**src/rtl/fast_set_predictor.sv**
```systemverilog
module fast_set_predictor #(
  parameter int ADDR_W      = 32,
  parameter int BLOCK_BYTES = 32,
  parameter int CACHE_BYTES = 16384,
  parameter int WAYS        = 1,
  localparam int OFS_W  = $clog2(BLOCK_BYTES),
  localparam int SETS   = CACHE_BYTES / (BLOCK_BYTES * WAYS),
  localparam int IDX_W  = $clog2(SETS),
  localparam int TAG_W  = ADDR_W - OFS_W - IDX_W
) (
  input  logic              clk,
  input  logic              rst_n,
  input  logic              in_valid,
  output logic              in_ready,
  input  logic [ADDR_W-1:0] in_base,
  input  logic [ADDR_W-1:0] in_ofs,
  input  logic              in_reg_mode,
  output logic              out_valid,
  input  logic              out_ready,
  output logic [IDX_W-1:0]  out_set_pred,
  output logic [OFS_W-1:0]  out_blk_ofs,
  output logic [TAG_W-1:0]  out_tag,
  output logic [ADDR_W-1:0] out_ea,
  output logic              out_spec,
  output logic              out_pred_ok
);
  localparam int IDX_LO = OFS_W;
  localparam int IDX_HI = OFS_W + IDX_W - 1;

  logic [ADDR_W-1:0] ea_sum;
  logic [IDX_W-1:0]  idx_or;
  logic              carry_in_idx;
  logic              carry_gen_idx;
  logic              spec_ok;
  logic              take;

  assign ea_sum        = in_base + in_ofs;
  assign idx_or        = in_base[IDX_HI:IDX_LO] | in_ofs[IDX_HI:IDX_LO];
  assign carry_in_idx  = ea_sum[IDX_LO] ^ in_base[IDX_LO] ^ in_ofs[IDX_LO];
  assign carry_gen_idx = |(in_base[IDX_HI:IDX_LO] & in_ofs[IDX_HI:IDX_LO]);
  assign spec_ok       = !in_reg_mode && !carry_in_idx && !carry_gen_idx;

  assign in_ready = !out_valid || out_ready;
  assign take     = in_valid && in_ready;

  always_ff @(posedge clk) begin
    if (!rst_n) begin
      out_valid    <= 1'b0;
      out_set_pred <= '0;
      out_blk_ofs  <= '0;
      out_tag      <= '0;
      out_ea       <= '0;
      out_spec     <= 1'b0;
      out_pred_ok  <= 1'b0;
    end else if (take) begin
      out_valid    <= 1'b1;
      out_set_pred <= in_reg_mode ? ea_sum[IDX_HI:IDX_LO] : idx_or;
      out_blk_ofs  <= ea_sum[OFS_W-1:0];
      out_tag      <= ea_sum[ADDR_W-1:IDX_HI+1];
      out_ea       <= ea_sum;
      out_spec     <= !in_reg_mode;
      out_pred_ok  <= spec_ok;
    end else if (out_ready) begin
      out_valid    <= 1'b0;
    end
  end
endmodule

```
**config.mk**
```make
export PLATFORM = sky130hd
export DESIGN_NAME = fast_set_predictor
export DESIGN_NICKNAME = d
export VERILOG_FILES = /design/src/rtl/fast_set_predictor.sv
export SDC_FILE = /design/constraint.sdc
export NUM_CORES = 1
export LEC_CHECK = 0
export CAP_MARGIN = 25
export CORE_MARGIN = 2
export CORE_UTILIZATION = 40
export CTS_CLUSTER_DIAMETER = 80
export DETAILED_ROUTE_END_ITERATION = 7
export GPL_TIMING_DRIVEN = 0
export MAX_ROUTING_LAYER = met4
export PLACE_DENSITY = 0.83
export SYNTH_ARGS = -nofsm -noshare
export SYNTH_HDL_FRONTEND = slang
export SYNTH_SLANG_ARGS = --single-unit
```
**constraint.sdc**
```tcl
create_clock -name clk -period 3.3 [get_ports clk]
set_clock_uncertainty 0.1 [all_clocks]
set_input_delay 0.33 -clock clk [delete_from_list [all_inputs] [get_ports clk]]
set_output_delay 0.33 -clock clk [all_outputs]
set_load 0.02 [all_outputs]
```
---- Yosys cells after proc, flatten, opt, wreduce, memory -nomap -nowiden ----
Cells that the tools add are included.
Widths: inputs -> output; s select.
storage, ports and cells
  bits in registers ....................... 67
  input bits .............................. 69
  output and inout bits ................... 68
  logic and storage cells ................. 25
cells by class
  $add $sub $neg .......................... 1
  muxes and demuxes ....................... 3
  bitwise operators ....................... 4
  reductions and logical operators ........ 10
operators by type and width
  kind               number
  $add 32x32->32     1
  $and 9x9->9        1
  $mux 9             1
  $or 9x9->9         1
  $reduce_or 9->1    1
  $logic_not 1->1    4
  $logic_and 1x1->1  3
  $mux 1             2
  $reduce_bool 2->1  1
  $xor 1x1->1        2
  $logic_or 1x1->1   1

---- Depth between registers and ports, before layout ----
Gate-level depths: netlist of the first run.
  depth after elaboration ................. 6
  mapped depth ............................ 11
  gate-level depth less buffers ........... 10

---- Worst setup path after synthesis of the first run ----
No wires, ideal clock.
  path kind ............................... input to register
  start ................................... input port in_base[0]
  end ..................................... register out_tag[16]
  setup time .............................. 0.067 ns
  arrival ................................. 2.488 ns
  required time ........................... 3.133 ns
  setup slack ............................. 0.645 ns
  stages on the path ...................... 10
  cell sequence ........................... ha_1 > fa_1 > a211oi_2 > o21ai_2 > a21oi_2 > a221oi_2 > o31a_2 > nand3_2 > mux2_4 > o21ai_2
on the way
  word-level cells in the longest chain between the ends .. 1
RTL lines
  item                  line  RTL
  start, declared       15    input logic [ADDR_W-1:0] in_base,
  $add 32x32->32        37    assign ea_sum = in_base + in_ofs;
  end signal, assigned  59    out_tag <= ea_sum[ADDR_W-1:IDX_HI+1];
  end, declared         22    output logic [TAG_W-1:0] out_tag,
Every way passes these cells.
A chain may end at the register's enable or synchronous reset.

---- Worst setup path in the final report of the first run ----
  start ................................... input port in_ofs[0]
  end ..................................... register out_tag[12]
on the way
  word-level cells in the longest chain between the ends .. 1
RTL lines
  item             line  RTL
  start, declared  16    input logic [ADDR_W-1:0] in_ofs,
  $add 32x32->32   37
Every way passes these cells.

==> results.py, run 1 <==
metrics = {
    "logic_synthesis": {
        "synth-xor-area-share_pct": 6.23,
        "synth-compound-area-share_pct": 27.6,
        "ys_seq_elements": 44,
        "synth-edff-count": 0,
        "synth-seq-area-share_pct": 23.2,
        "syn_avg_cell_area_um2": 7.66,
        "synth_mux_area_share_pct": 1.58,
        "synthAdderAreaFrac_pct": 13.7,
        "synth.most_common_cell": "nand2_1",
        "synth_cells": 496,
        "ys.flop_type": "dfxtp_1",
        "ys_types": 57,
        "synth_common_cells": "nand2_1, dfxtp_1, o21ai_0",
        "async_flop_share_pct": 0,
        "synth_top_area_cell": "dfxtp_1",
        "synth_top_family_by_area": "compound AO/OA/AOI/OAI gates",
        "synth.area.top_cells": "dfxtp_1, ha_1, nand2_1",
        "syn_nets": 606,
        "synth_top_area_share_pct": 23.2,
        "yosys_warnings": 0,
        "synthesis.area_um2": 3800,
        "synth-simple-area-share_pct": 18.0,
    },
    "place": {
        "gp_congestion": 0.922,
        "io_buffers": 135,
        "post-dp-hpwl_mm": 9.68,
        "placed_area_um2": 5310,
    },
    "clock_tree": {
        "holdBufCountCts": 0,
        "clock_latency_ps": 300,
        "cts-root-buf": "clkbuf_8",
        "cts_setup_buffers": 0,
        "clock-sinks": 44,
        "numCtsBuffers": 5,
        "clkTransAtPathRegs_ps": 80,
        "cts_buffer_depth": 2,
        "cts_resized": 0,
        "htreeDepth": 2,
        "cts_tree": "built",
    },
    "power_and_ir_drop": {
        "cellPowerDensity_nw_per_um2": 350,
        "p_leak_nw": 2.26,
        "ir_worst_vdd_mv": 0.176,
        "total_power_mw": 1.89,
    },
    "setup_path": {
        "crit_type": "primary input to register",
        "cp-end-kind": "register",
        "cp.arrival_ps": 3210,
        "critPathRequiredTime_ps": 3370,
        "start_kind": "primary input",
        "worstPathMaxFanout": 4,
    },
    "sta": {
        "finalSetupViolations": 0,
        "period_needed_ps": 3140,
        "rsz0062_at_grt": "no",
        "max_freq_mhz": 318,
        "slew_violations": 0,
        "worst_slew_pin_slew_ps": 530,
        "final_hold_viol_count": 0,
        "slew_headroom_pct": 64.7,
        "setup_tns_ps": 0,
        "finalCritPeriodShare_pct": 95.2,
    },
    "floorplan": {
        "core_area_um2": 9240,
        "ios": 137,
        "die-area_um2": 10300,
        "die_h_um": 101,
        "chipWidth_um": 101,
        "rows": 35,
        "start_util_pct": 41.1,
    },
    "grt": {
        "grt.total_usage_pct": 23.1,
        "grt_antenna_before_repair": 0,
        "grt_remaining_overflow": 0,
        "grt_pass1_wl_mm": 18.5,
        "grt_max_degree": 15,
        "grt_pass1_vias": 3805,
    },
    "finish": {
        "area.growth.synth_to_final_pct": 42.1,
        "finalInstanceArea_um2": 5400,
        "diodes": 0,
        "drive_gt1_share_pct": 9.23,
        "nets": 748,
    },
    "worst_hold_path": {
        "hold_class": "register to register",
    },
    "route": {
        "wl_per_cell_um": 15.1,
        "drt-total-wl_mm": 11.6,
        "first_pass_iters": 5,
        "drc": 0,
        "num_vias": 3990,
        "vias_per_cell": 5.20,
        "first_iter_violations": 219,
        "ant_nets": 0,
    },
    "job": {
        "maxCapViolations": 0,
    },
    "status": {
        "status": "complete, no violations",
    },
}
## through the flow
stage          utilization [%]  cells  setup slack (ps)  hold WS, ps
2_1_floorplan                -    496               645          369
3_3_place_gp              57.5    760             -50.0          354
3_5_place_dp              57.5    760              -151          366
4_1_cts                   58.4    768               174          377
5_1_grt                   58.4    768              22.9          397
6_report                  58.4    768               159          368
## layer usage
metal / wire length [um] / GRT usage [%]
met5: 0 / -
met4: 301 / 8.52
met3: 577 / 1.73
met2: 5550 / 37.6
met1: 5150 / 29.9
## state kept, by name, summed over array words and instances (netlist names)
| name | flops |
|---|---|
| out_tag | 18 |
| out_ea | 10 |
| out_set_pred | 9 |
| out_blk_ofs | 4 |
| out_pred_ok | 1 |
| out_spec | 1 |
| out_valid | 1 |
## power by group
part           leakage (nW)  switching (mW)  internal (mW)
registers             0.363          0.0387          0.585
clock network        0.0479           0.195          0.148
logic                  1.85           0.484          0.438
total                  2.26           0.718           1.17
## placed cells by master (no fill, tap or decap), types with 6 or more instances in the layout
cell type,n
a21boi_0,9
a21oi_1,41
and2_1,11
buf_4,23
clkbuf_1,19
clkdlybuf4s50_1,135
dfxtp_1,44
ha_1,40
inv_1,28
nand2_1,64
nand3_1,9
nand4_1,6
nor2_1,29
nor3_1,6
o211ai_1,6
o21a_1,7
o21ai_0,43
o21ai_1,7
o21bai_1,7
xnor2_1,14
xor2_1,13
## cell type report
| type | count | area, um2 |
|---|---|---|
| plain buffers | 46 | 263 |
| clock buffers | 5 | 68.8 |
| clock inverters | 3 | 18.8 |
| fillers | 881 | 3840 |
| inverters | 28 | 105 |
| multi-input cells | 378 | 2550 |
| flip-flops and latches | 44 | 881 |
| well taps | 129 | 161 |
| repair buffers | 135 | 1350 |
## critical path, cell delays in order
cell and delay [ps]:
clkdlybuf4s50_1 440, ha_1 230, fa_1 480, a211oi_2 350, o21ai_2 120, a21oi_2 290
a221oi_2 130, o31a_2 400, a21boi_1 190, xor2_1 170, o21ai_0 80
## logic make-up (layout without fill, tap and decap cells)
family	after synthesis	after routing
mux	5	5
compound gates	159	159
buf+inv	74	217
fa+ha+maj	41	41
xor+xnor	27	27
simple gates	146	146
flops	44	44
## worst paths after layout
path	from	endpoint	slack, ps	cells past startpoint
setup reg to reg	out_valid	out_pred_ok	1350	6
hold reg to reg	out_ea[8]	out_ea[8]	370	2
setup / recovery	in_ofs[0]	out_tag[12]	160	11
hold / removal	out_ea[8]	out_ea[8]	370	2
No activity file was read; power rests on OpenSTA's default activity.
==> inputs of run 2 (changes only) <==
--- a/config.mk
+++ b/config.mk
@@ -5,6 +5,7 @@
 export SDC_FILE = /design/constraint.sdc
 export NUM_CORES = 1
 export LEC_CHECK = 0
+export ABC_AREA = 1
 export CAP_MARGIN = 25
 export CORE_MARGIN = 2
 export CORE_UTILIZATION = 40
@@ -12,7 +13,7 @@
 export DETAILED_ROUTE_END_ITERATION = 7
 export GPL_TIMING_DRIVEN = 0
 export MAX_ROUTING_LAYER = met4
-export PLACE_DENSITY = 0.83
+export PLACE_DENSITY = 0.8
 export SYNTH_ARGS = -nofsm -noshare
 export SYNTH_HDL_FRONTEND = slang
 export SYNTH_SLANG_ARGS = --single-unit
==> run 2 against run 1 <==
First-iteration DRC count increased by 33%. Maximum frequency rose by 25%. Combinational power up 3.7%. Count of clock-buffer cells in the layout rose by 1. Largest power group unchanged. Die area is 18% higher. Sequential power about the same. Cell count rose by 41%. Clock power is 19% higher. Critical endpoint is now out_tag[10]. Utilization down 2.1 points. Cell area grew 14%. Non-clock buffer count is 12 lower.
==> results.py, run 2 <==
metrics = {
    "worst_hold_path": {
        "hp-start": "rst_n",
        "whs_path_depth": 3,
        "hold_end": "out_blk_ofs[1]",
        "hold_class": "primary input to register",
    },
    "route": {
        "first_pass_iters": 5,
        "wl_per_cell_um": 11.7,
        "num_vias": 5036,
        "first_iter_violations": 292,
        "vias_per_cell": 4.66,
        "drc": 0,
        "ant_nets": 0,
        "drt-total-wl_mm": 12.6,
    },
    "clock_tree": {
        "holdBufCountCts": 0,
        "clock-sinks": 44,
        "htreeDepth": 2,
        "numCtsBuffers": 5,
        "cts_buffer_depth": 2,
        "cts-root-buf": "clkbuf_8",
        "cts_setup_buffers": 0,
        "cts_resized": 0,
        "clkTransAtPathRegs_ps": 80,
        "cts_tree": "built",
        "clock_latency_ps": 290,
    },
    "sta": {
        "setup_tns_ps": 0,
        "period_needed_ps": 2510,
        "slew_violations": 0,
        "slew_headroom_pct": 62.5,
        "finalCritPeriodShare_pct": 76.0,
        "final_hold_viol_count": 0,
        "rsz0062_at_grt": "no",
        "max_freq_mhz": 399,
        "worst_slew_pin_slew_ps": 562,
        "finalSetupViolations": 0,
    },
    "place": {
        "dpl.cell_count": 1073,
        "placed_area_um2": 6030,
        "io_buffers": 135,
        "post-dp-hpwl_mm": 10.9,
        "gp_congestion": 0.963,
    },
    "power_and_ir_drop": {
        "p_leak_nw": 3.46,
        "total_power_mw": 1.98,
        "pwr-share-seq_pct": 31.2,
        "cellPowerDensity_nw_per_um2": 323,
        "internal_power_mw": 1.23,
        "pwr-share-clk_pct": 20.5,
        "ir_worst_vdd_mv": 0.190,
        "switching_share_pct": 38.0,
        "pwr-share-comb_pct": 48.2,
        "p_switching_mw": 0.754,
    },
    "logic_synthesis": {
        "synth_top_area_share_pct": 21.9,
        "syn_nets": 908,
        "synth_cells": 798,
        "async_flop_share_pct": 0,
        "ys.flop_type": "dfxtp_1",
        "synth_top_area_cell": "nand2_1",
        "synth.most_common_cell": "nand2_1",
        "yosys_warnings": 0,
        "synth.area.top_cells": "nand2_1, dfxtp_1, inv_1",
        "synth-seq-area-share_pct": 19.6,
        "ys_seq_elements": 44,
        "ys_types": 38,
        "synth_common_cells": "nand2_1, inv_1, nor2_1",
        "synthesis.area_um2": 4500,
        "synth-edff-count": 0,
        "syn_avg_cell_area_um2": 5.64,
    },
    "grt": {
        "grt_pass1_vias": 4448,
        "grt_remaining_overflow": 0,
        "grt_pass1_wl_mm": 20.4,
        "grt_max_degree": 14,
        "grt.total_usage_pct": 22.0,
        "grt_antenna_before_repair": 0,
    },
    "setup_path": {
        "reg2reg_slack_ps": 1550,
        "cp-end-kind": "register",
        "crit_type": "primary input to register",
        "slowest_stage": "fa_1",
        "r2r-end": "out_tag[6]",
        "critPathRequiredTime_ps": 3400,
        "cp.arrival_ps": 2610,
        "cp_cell_sequence": "clkdlybuf4s50_1 -> ha_1 -> fa_1 -> nand3_1 -> nand3_1 -> nand2_1 -> nand2_1 -> nand2_1 -> nand2_1 -> nand2_1 -> nand2_1 -> nand2_1 -> nand3_1 -> nand2_1 -> inv_1",
        "critPathMaxStageDelay_ps": 500,
        "r2r_start": "out_valid",
        "critPathMostFrequentCell": "nand2_1",
        "worst_r2r_path_depth": 7,
        "start_kind": "primary input",
        "worstPathMaxFanout": 4,
    },
    "status": {
        "status": "complete, no violations",
    },
    "finish": {
        "final_cell_mix": "nand2_1, inv_1, clkdlybuf4s50_1, nor2_1, dfxtp_1",
        "area.growth.synth_to_final_pct": 36.3,
        "top_regs": "out_tag x18, out_ea x10, out_set_pred x9",
        "regMostFlops": "out_tag",
        "nets": 1050,
        "diodes": 0,
        "drive_gt1_share_pct": 6.06,
        "finalInstanceArea_um2": 6130,
        "fin_cells": 1081,
        "layout_commonest_cell": "nand2_1",
        "largest_reg_flops": 18,
    },
    "floorplan": {
        "start_util_pct": 41.3,
        "rows": 38,
        "chipWidth_um": 110,
        "ios": 137,
        "die-area_um2": 12100,
        "core_area_um2": 10900,
        "die_h_um": 110,
    },
    "job": {
        "maxCapViolations": 0,
    },
}
## run 2: worst max path at each step
stage / end / slack [ps] / startpoint
4_1_cts: out_tag[10] / 840 / in_base[0]
5_1_grt: out_tag[10] / 670 / in_base[0]
2_1_floorplan: out_ea[12] / 1300 / in_base[0]
3_3_place_gp: out_tag[10] / 550 / in_base[0]
3_5_place_dp: out_tag[10] / 520 / in_base[0]
6_report: out_tag[10] / 790 / in_base[0]
## run 2: worst max-delay path, delay by kind of cell
family | cells | cell delay, ps
fa+ha+maj | 2 | 780
buf+inv | 2 | 430
simple gates | 11 | 1050
## run 2: per-stage QoR
stage / hold slack, ps / util, % / setup slack [ps]
6_report: 293 / 56.3 / 793
3_5_place_dp: 366 / 55.4 / 522
2_1_floorplan: 419 / - / 1300
5_1_grt: 321 / 56.3 / 673
4_1_cts: 288 / 56.3 / 839
3_3_place_gp: 356 / 55.4 / 547
## run 2: power groups by stage
stage	logic (mW)	clock network [mW]	registers [mW]
final	0.956	0.407	0.620
after floorplan	0.517	0	0.686
after CTS	0.954	0.415	0.620
after global routing	1.06	0.433	0.626
after global placement	0.939	0	0.630
after detailed placement	0.950	0	0.632
## run 2: cells by family (layout without fill, tap and decap cells)
group                    count (synthesis)  after routing  synth area share, %
AO/OA/AOI/OAI                           64             64                 7.78
adder cells (fa/ha/maj)                 41             41                 11.6
XOR/XNOR                                11             11                 2.31
buffers and inverters                  209            352                 19.5
AND/OR/NAND/NOR                        429            429                 39.3
flip-flops                              44             44                 19.6
## run 2: final cells by class
class	count	area, um2
fill	1094	4750
multi-input combinational	545	2740
timing repair buffer	135	1350
sequential	44	881
inverter	175	657
buffer	34	219
tap	140	175
clock buffer	6	72.6
clock inverter	2	35.0
## run 2: routing by layer
layer | GRT usage (%) | wire (um) | vias up
li1 | - | - | 2653
met1 | 29.6 | 5830 | 2187
met4 | 7.32 | 356 | 0
met3 | 1.41 | 809 | 30
met2 | 35.2 | 5650 | 166
met5 | - | 0 | -
==> inputs of run 3 (changes only) <==
==> constraint.sdc (replaced) <==
create_clock -name clk -period 2.42 [get_ports clk]
set_clock_uncertainty 0.1 [all_clocks]
set_input_delay 0.242 -clock clk [delete_from_list [all_inputs] [get_ports clk]]
set_output_delay 0.242 -clock clk [all_outputs]
set_load 0.02 [all_outputs]
==> run 3 against run 2 <==
Power is 37% higher. Sequential share of layout area decreased by 0.053 points. Cell area is 0.37% higher. Cell count rose by 0.19%. Worst setup slack got worse by 630 ps. Non-clock buffer count grew 2. Critical path type unchanged. Critical endpoint unchanged. Largest cell class unchanged. Highest routed layer unchanged.
==> results.py, run 3 (same netlist as run 2, synthesis figures left out) <==
metrics = {
    "setup_path": {
        "worst_r2r_path_depth": 7,
        "worstPathMaxFanout": 4,
        "r2r_start": "out_valid",
        "r2r-end": "out_tag[6]",
        "cp.arrival_ps": 2360,
        "start_kind": "primary input",
        "cp-end-kind": "register",
        "reg2reg_slack_ps": 660,
        "crit_type": "primary input to register",
        "critPathRequiredTime_ps": 2520,
    },
    "floorplan": {
        "ios": 137,
        "die-area_um2": 12100,
        "rows": 38,
        "chipWidth_um": 110,
        "core_area_um2": 10900,
        "die_h_um": 110,
        "start_util_pct": 41.3,
    },
    "route": {
        "vias_per_cell": 4.67,
        "drc": 0,
        "first_pass_iters": 5,
        "num_vias": 5055,
        "ant_nets": 0,
        "wl_per_cell_um": 11.8,
        "first_iter_violations": 305,
        "drt-total-wl_mm": 12.7,
    },
    "power_and_ir_drop": {
        "p_leak_nw": 3.47,
        "ir_worst_vdd_mv": 0.261,
        "p_switching_mw": 1.03,
        "pwr-share-clk_pct": 20.6,
        "switching_share_pct": 38.1,
        "pwr-share-seq_pct": 31.1,
        "internal_power_mw": 1.68,
        "pwr-share-comb_pct": 48.3,
        "cellPowerDensity_nw_per_um2": 441,
    },
    "finish": {
        "regMostFlops": "out_tag",
        "nets": 1052,
        "final_cell_mix": "nand2_1, inv_1, clkdlybuf4s50_1, nor2_1, dfxtp_1",
        "diodes": 0,
        "final_core_util_pct": 56.6,
        "finalInstanceArea_um2": 6160,
        "layout_commonest_cell": "nand2_1",
        "fill_cells": 1086,
        "multiInputGateArea_um2": 2750,
        "largest_reg_flops": 18,
        "top_regs": "out_tag x18, out_ea x10, out_set_pred x9",
        "area.growth.synth_to_final_pct": 36.8,
        "register_area_um2": 881,
        "drive_gt1_share_pct": 6.57,
        "fin_cells": 1083,
    },
    "worst_hold_path": {
        "hp-start": "rst_n",
        "hold_end": "out_blk_ofs[1]",
        "whs_path_depth": 3,
        "hold_class": "primary input to register",
    },
    "clock_tree": {
        "cts_tree": "built",
        "clock_latency_ps": 290,
        "htreeDepth": 2,
        "cts_buffer_depth": 2,
        "holdBufCountCts": 0,
        "clkTransAtPathRegs_ps": 80,
        "clock-sinks": 44,
        "cts-root-buf": "clkbuf_8",
        "numCtsBuffers": 5,
    },
    "sta": {
        "period_needed_ps": 2260,
        "worst_slew_pin_slew_ps": 565,
        "hold_ws_ps": 200,
        "slew_headroom_pct": 62.3,
        "final_hold_viol_count": 0,
        "slew_violations": 0,
        "finalCritPeriodShare_pct": 93.3,
        "rsz0062_at_grt": "no",
        "layout_setup_ws_ps": 163,
        "finalSetupViolations": 0,
        "max_freq_mhz": 443,
    },
    "job": {
        "maxCapViolations": 0,
    },
    "grt": {
        "grt_pass1_wl_mm": 20.4,
        "grt_remaining_overflow": 0,
        "grt_max_degree": 14,
        "grt.total_usage_pct": 22.0,
        "grt_pass1_vias": 4448,
        "grt_antenna_before_repair": 0,
    },
    "place": {
        "post-dp-hpwl_mm": 10.9,
        "dp_slack_ps": -270,
        "placed_area_um2": 6030,
        "io_buffers": 135,
        "dpl.cell_count": 1073,
        "gp_congestion": 0.963,
    },
    "status": {
        "status": "complete, no violations",
    },
}
## run 3: how the worst max path moves through the flow
stage,startpoint,to,slack (ps)
4_1_cts,in_base[0],out_tag[10],50
6_report,in_base[0],out_tag[10],160
3_3_place_gp,in_base[0],out_tag[10],-250
2_1_floorplan,in_base[0],out_ea[12],510
3_5_place_dp,in_base[0],out_tag[10],-270
5_1_grt,in_ofs[5],out_tag[14],20
## run 3: power by group through the flow
stage	clock, mW	combinational (mW)	sequential, mW
floorplan	0	0.705	0.935
global route	0.591	1.45	0.853
CTS	0.566	1.30	0.845
detailed placement	0	1.30	0.862
global placement	0	1.28	0.859
finish	0.559	1.31	0.845
## run 3: area by class of cell
type / count / area share [%]
plain buffers: 34 / 3.56
clock buffers: 6 / 1.18
clock inverters: 2 / 0.569
inverters: 175 / 10.7
multi-input cells: 545 / 44.7
flip-flops and latches: 44 / 14.3
well taps: 140 / 2.84
repair buffers: 137 / 22.2
## run 3: through the flow
step	power, mW	TNS [ps]
5_1_grt	2.90	0
3_5_place_dp	2.16	-1780
2_1_floorplan	1.64	0
6_report	2.71	0
4_1_cts	2.71	0
3_3_place_gp	2.14	-1530
## run 3: layer usage
layer / part of all wire (%) / track usage (%)
met1: 46 / 29.6
met2: 45 / 35.2
met3: 7.1 / 1.41
met4: 2.6 / 7.32
met5: 0 / -
## run 3: critical path, cell delays in order
cell and delay, ps:
clkdlybuf4s50_1 410, ha_2 230, fa_2 410, nand3_1 100
nand3_1 140, nand2_1 100, nand2_1 120, nand2_1 110
nand2_1 70, nand2_1 90, nand2_1 60, nand2_1 60
nand3_1 80, nand2_1 90, inv_1 30
## run 3: timing repair
item	in CTS	in global routing
resized for setup	0	3
setup endpoints to repair	0	6
buffers inserted	0	2
